===== config.mk =====
export PLATFORM = sky130hd
export DESIGN_NAME = agent_mode_ctrl
export DESIGN_NICKNAME = d
export VERILOG_FILES = /design/src/rtl/agmc_pkg.sv /design/src/rtl/agmc_agent_fsm.sv /design/src/rtl/agmc_init_sweep.sv /design/src/rtl/agent_mode_ctrl.sv
export SDC_FILE = /design/constraint.sdc
export NUM_CORES = 1
export LEC_CHECK = 0
export BUFFER_PORTS_ARGS = -buffer_cell sky130_fd_sc_hd__buf_2
export CORE_MARGIN = 2
export CORE_UTILIZATION = 46
export DETAILED_ROUTE_END_ITERATION = 10
export PLACE_DENSITY = 0.77
export SETUP_SLACK_MARGIN = 0.4
export SLEW_MARGIN = 40
export SYNTH_ARGS = -nofsm -noshare
export SYNTH_HDL_FRONTEND = slang
export SYNTH_SLANG_ARGS = --single-unit

===== constraint.sdc =====
create_clock -name clk -period 1.5 [get_ports clk]
set_input_delay 0.3 -clock clk [delete_from_list [all_inputs] [get_ports clk]]
set_output_delay 0.3 -clock clk [all_outputs]
set_load 0.005 [all_outputs]

===== src/rtl/agmc_pkg.sv =====
package agmc_pkg;

    typedef enum logic [1:0] {
        MODE_RESET   = 2'd0,
        MODE_DISABLE = 2'd1,
        MODE_CONFIG  = 2'd2,
        MODE_OPER    = 2'd3
    } agent_mode_e;

    localparam logic [7:0] OFS_SOFTRST = 8'h00;
    localparam logic [7:0] OFS_CLKEN   = 8'h04;
    localparam logic [7:0] OFS_CLKDIS  = 8'h08;
    localparam logic [7:0] OFS_INIT    = 8'h0C;
    localparam logic [7:0] REQ_BASE    = 8'h20;
    localparam logic [7:0] STAT_BASE   = 8'h40;
    localparam int         CLK_GLB_BIT = 16;

    typedef struct packed {
        logic        wr;
        logic        rd;
        logic [7:0]  addr;
        logic [31:0] wdata;
    } bus_req_t;

    function automatic logic [7:0] agent_ofs(logic [7:0] base, int unsigned idx);
        return base + 8'(idx * 4);
    endfunction

endpackage


===== src/rtl/agmc_agent_fsm.sv =====
module agmc_agent_fsm
    import agmc_pkg::*;
#(
    parameter int TRANS_CYCLES = 8
) (
    input  logic        clk,
    input  logic        rst,
    input  logic        hold_rst,
    input  logic        clk_ok,
    input  logic        req_we,
    input  agent_mode_e req_mode,
    output agent_mode_e req_q,
    output agent_mode_e stat_q
);
    localparam int CW = $clog2(TRANS_CYCLES + 1);
    localparam logic [CW-1:0] LAST = CW'(TRANS_CYCLES - 1);

    logic [CW-1:0] cnt_q;

    always_ff @(posedge clk) begin
        if (rst || hold_rst) begin
            req_q  <= MODE_RESET;
            stat_q <= MODE_RESET;
            cnt_q  <= '0;
        end else if (req_we) begin
            req_q <= req_mode;
            cnt_q <= '0;
        end else if (clk_ok && (req_q != stat_q)) begin
            if (cnt_q == LAST) begin
                stat_q <= req_q;
                cnt_q  <= '0;
            end else begin
                cnt_q <= cnt_q + CW'(1);
            end
        end
    end

endmodule


===== src/rtl/agmc_init_sweep.sv =====
module agmc_init_sweep #(
    parameter int DEPTH = 64,
    localparam int AW = $clog2(DEPTH)
) (
    input  logic          clk,
    input  logic          rst,
    input  logic          start,
    output logic          busy,
    output logic          ready,
    output logic [AW-1:0] addr
);
    localparam logic [AW-1:0] LAST = AW'(DEPTH - 1);

    always_ff @(posedge clk) begin
        if (rst) begin
            busy  <= 1'b0;
            ready <= 1'b0;
            addr  <= '0;
        end else if (start) begin
            busy  <= 1'b1;
            ready <= 1'b0;
            addr  <= '0;
        end else if (busy) begin
            if (addr == LAST) begin
                busy  <= 1'b0;
                ready <= 1'b1;
                addr  <= '0;
            end else begin
                addr <= addr + AW'(1);
            end
        end
    end

endmodule


===== src/rtl/agent_mode_ctrl.sv =====
module agent_mode_ctrl
    import agmc_pkg::*;
#(
    parameter int N_AGENTS     = 4,
    parameter int TRANS_CYCLES = 8,
    parameter int INIT_DEPTH   = 64,
    localparam int CLR_AW      = $clog2(INIT_DEPTH)
) (
    input  logic                  clk,
    input  logic                  rst,
    input  logic                  bus_wr_i,
    input  logic                  bus_rd_i,
    input  logic [7:0]            bus_addr_i,
    input  logic [31:0]           bus_wdata_i,
    output logic [31:0]           bus_rdata_o,
    output logic [2*N_AGENTS-1:0] agent_mode_o,
    output logic [N_AGENTS-1:0]   agent_clk_en_o,
    output logic                  clr_we_o,
    output logic [CLR_AW-1:0]     clr_addr_o
);
    bus_req_t bq;
    assign bq = '{wr: bus_wr_i, rd: bus_rd_i, addr: bus_addr_i, wdata: bus_wdata_i};

    logic unused_bus;
    assign unused_bus = ^bus_wdata_i;

    logic                soft_rst_q;
    logic                clk_glb_q;
    logic [N_AGENTS-1:0] clk_agent_q;
    logic [N_AGENTS-1:0] clk_drop;
    logic                wr_softrst, wr_clken, wr_clkdis, wr_init;
    logic                init_start, init_busy, init_ready;

    assign wr_softrst = bq.wr && (bq.addr == OFS_SOFTRST);
    assign wr_clken   = bq.wr && (bq.addr == OFS_CLKEN);
    assign wr_clkdis  = bq.wr && (bq.addr == OFS_CLKDIS);
    assign wr_init    = bq.wr && (bq.addr == OFS_INIT);
    assign init_start = wr_init && bq.wdata[0];
    assign clk_drop   = {N_AGENTS{wr_clkdis}} & bq.wdata[N_AGENTS-1:0];

    always_ff @(posedge clk) begin
        if (rst) begin
            soft_rst_q  <= 1'b0;
            clk_glb_q   <= 1'b0;
            clk_agent_q <= '0;
        end else begin
            if (wr_softrst) soft_rst_q <= bq.wdata[0];
            if (wr_clken) begin
                clk_glb_q   <= bq.wdata[CLK_GLB_BIT];
                clk_agent_q <= bq.wdata[N_AGENTS-1:0];
            end else begin
                clk_agent_q <= clk_agent_q & ~clk_drop;
            end
        end
    end

    agent_mode_e         req_q  [N_AGENTS];
    agent_mode_e         stat_q [N_AGENTS];
    logic [2*N_AGENTS-1:0] req_flat;

    for (genvar i = 0; i < N_AGENTS; i++) begin : g_agent
        logic req_we;
        assign req_we            = bq.wr && (bq.addr == agent_ofs(REQ_BASE, i));
        assign agent_clk_en_o[i] = clk_glb_q & clk_agent_q[i];

        agmc_agent_fsm #(.TRANS_CYCLES(TRANS_CYCLES)) u_fsm (
            .clk      (clk),
            .rst      (rst),
            .hold_rst (soft_rst_q),
            .clk_ok   (agent_clk_en_o[i]),
            .req_we   (req_we),
            .req_mode (agent_mode_e'(bq.wdata[1:0])),
            .req_q    (req_q[i]),
            .stat_q   (stat_q[i])
        );

        assign agent_mode_o[2*i +: 2] = stat_q[i];
        assign req_flat[2*i +: 2]     = req_q[i];
    end

    agmc_init_sweep #(.DEPTH(INIT_DEPTH)) u_sweep (
        .clk   (clk),
        .rst   (rst),
        .start (init_start),
        .busy  (init_busy),
        .ready (init_ready),
        .addr  (clr_addr_o)
    );
    assign clr_we_o = init_busy;

    logic [31:0] rd_word;
    always_comb begin
        rd_word = '0;
        if (bq.addr == OFS_SOFTRST) rd_word[0] = soft_rst_q;
        if (bq.addr == OFS_CLKEN) begin
            rd_word[CLK_GLB_BIT]    = clk_glb_q;
            rd_word[N_AGENTS-1:0]   = clk_agent_q;
        end
        if (bq.addr == OFS_INIT) rd_word[1:0] = {init_ready, init_busy};
        for (int i = 0; i < N_AGENTS; i++) begin
            if (bq.addr == agent_ofs(REQ_BASE, i))  rd_word[1:0] = req_q[i];
            if (bq.addr == agent_ofs(STAT_BASE, i)) rd_word[1:0] = stat_q[i];
        end
    end

    always_ff @(posedge clk) begin
        if (rst)        bus_rdata_o <= '0;
        else if (bq.rd) bus_rdata_o <= rd_word;
    end

endmodule


==> metrics <==
status completed; Final ANT Viol Nets 0; critical path required time 1.73 ns; Setup Crit Path Kind reg2reg; diodes inserted 0; final worst path period share 0.985; Pins Over Slew Limit 0; Starting Density 0.479; sequential area share after synthesis 0.356; FF+latch count, synth 51; vias in the first global route 2658; Area growth syn-to-layout 51.2%; Crit Path Max Fanout 6; final WL 8490 um; grt peak-use layer met2; fin nets 488; Unique masters post-synth 44; Critical Path Start Type flip-flop; Worst-path clk slew 0.09 ns; die height 83.0 um; antenna violations before repair 0; Setup violations, final 0; grt met3 use 0.0229; Tot GR Track Use 0.220; grt total ovfl 0; CP Capture Type flip-flop; commonest non-fill, non-tap cell in the layout buf_4; port bufs 40; TritonCTS sink count 51; max-cap viol count 0; pre-CTS WS -0.163 ns; total CTS buffers 5; routed len/inst 16.5 um; hold slack 0.226 ns; H-Tree Depth 2; minimum clock period 1.48 ns; PwrDens 600 mW/mm2; first-pass GRT wire length 12700 um; Syn Inst Count 338; leading cell types in the layout, fill and taps excluded buf_4, nor2_1, buf_6; Synth Cell Area 0.00287 mm2; Post-synth EDFFs 0; RSZ-0062 raised after global routing yes; DR vias 2812; CTS root buf clkbuf_8; chip width 83.0 um; CTS tree done; # hold bufs at CTS 0; Leak 1.80 nW; Synth Area per Inst 8.49 um2; DP HPWL 5240 um; area of placed instances 0.00339 mm2; share of cells above drive strength 1 0.527; dominant synthesized flop cell dfxtp_1; Yosys warning count 0; fraction of registers with async set/reset 0; largest net degree at the start of global routing 17; FP Rows 28; met2 Usage GRT 0.387; Arr. time, crit path 1.70 ns; clock latency on the worst-skew pair 0.30 ns; Pre-antenna DRT Iters 4; Setup WS post-layout 0.0221 ns; worst min-delay path class in2reg; fmax 0.677 GHz; vias per inst 5.46; num ports 95; final weighted congestion in routability-driven placement 0.984; DRC viols 0; die area 0.00688 mm2; Peak supply drop 0.366 mV; Design Area, Final 0.00434 mm2; clock skew 0.00773 ns; core box area 0.00599 mm2; met1 Usage GRT 0.272; DR iter-0 viols 115; Final Power 2.60 mW; Final Hold Viols 0; Clock Path Buffers 2
what timing repair did:
item | in CTS | in global routing
pin swaps | 34 | 28
setup endpoints to repair | 69 | 68
buffers inserted | 13 | 16
resized for setup | 91 | 70
flip-flops by register name (all words and copies together) (netlist names):
name and count:
clk_glb_q 1, g_agent.u_fsm.stat_q 8, clk_agent_q 4, g_agent.u_fsm.cnt_q 16, g_agent.u_fsm.req_q 8, u_sweep.busy 1
u_sweep.ready 1, bus_rdata_o 5, u_sweep.addr 6, soft_rst_q 1
logic make-up (layout without fill, tap and decap cells):
group	after synthesis	after routing	share of synthesized area
compound gates	46	46	0.108
xor+xnor	17	17	0.0519
fa+ha+maj	5	5	0.0218
buf+inv	42	118	0.0968
flops	51	51	0.356
mux	28	28	0.0986
other cells	1	27	0.00131
simple gates	148	148	0.266
metal layers:
metal	routed length, um	part of all wire
met2	4400	0.52
met3	303	0.036
met1	3590	0.42
met4	197	0.023
met5	0	0
worst max-delay path, stage by stage (launching register included):
cell and delay [ns]:
dfxtp_4 0.38, and2_4 0.16, a21boi_4 0.20, nand4_1 0.15
or3_1 0.35, a21oi_1 0.16
where the power goes:
group | internal [mW] | switching (mW) | total (mW)
clock | 0.540 | 0.444 | 0.984
sequential | 1.33 | 0.000868 | 1.33
combinational | 0.126 | 0.161 | 0.287
total | 2.00 | 0.606 | 2.60
final cells by class:
type / instances / area [um2]
Clock buffer: 6 / 82.6
Clock inverter: 2 / 35.0
Fill cell: 400 / 1650
Inverter: 2 / 7.51
Multi-Input combinational cell: 271 / 2090
Sequential cell: 51 / 1090
Tap cell: 75 / 93.8
Timing Repair Buffer: 108 / 938
final timing paths:
path,start,end,slack (ns),cells after the start
worst max-delay path,clk_glb_q$_SDFFE_PP0P_,g_agent[1].u_fsm.cnt_q[3]$_SDFFE_PP0P_,0.02,5
worst min-delay path,bus_wdata_i[16],clk_glb_q$_SDFFE_PP0P_,0.23,3
worst max register to register,clk_glb_q$_SDFFE_PP0P_,g_agent[1].u_fsm.cnt_q[3]$_SDFFE_PP0P_,0.02,5
worst min register to register,g_agent[2].u_fsm.cnt_q[3]$_SDFFE_PP0P_,g_agent[2].u_fsm.cnt_q[3]$_SDFFE_PP0P_,0.49,2
Yosys cell counts (2+ instances only):
cell type	number	area, um2
xor2_1	8	70.1
clkbuf_1	6	22.5
dfxtp_1	51	1020
ha_1	5	62.6
nor2_1	55	206
nor2b_1	12	75.1
xnor2_1	9	78.8
a41oi_1	2	17.5
mux2_2	2	22.5
buf_4	31	233
nand3_1	15	75.1
nor4b_4	2	47.6
mux2i_1	26	260
or3_1	5	31.3
nand4_1	8	50.1
a21boi_2	4	45.0
a21oi_1	18	90.1
nor4b_2	2	30.0
nand2_1	33	124
buf_2	3	15.0
o211ai_1	2	15.0
a22o_1	3	26.3
a22oi_1	2	15.0
inv_1	2	7.51
and2_1	6	37.5
o22ai_1	3	18.8
o21ai_0	6	30.0
metrics by stage:
step | std cells | setup TNS (ns) | util
after floorplan | 364 | -0.0150 | -
after global placement | 478 | -2.11 | 0.566
after detailed placement | 478 | -2.74 | 0.566
after CTS | 499 | 0 | 0.658
after global routing | 515 | -0.0367 | 0.724
final | 515 | 0 | 0.724
Note: power is estimated with default switching activity, not from simulation.
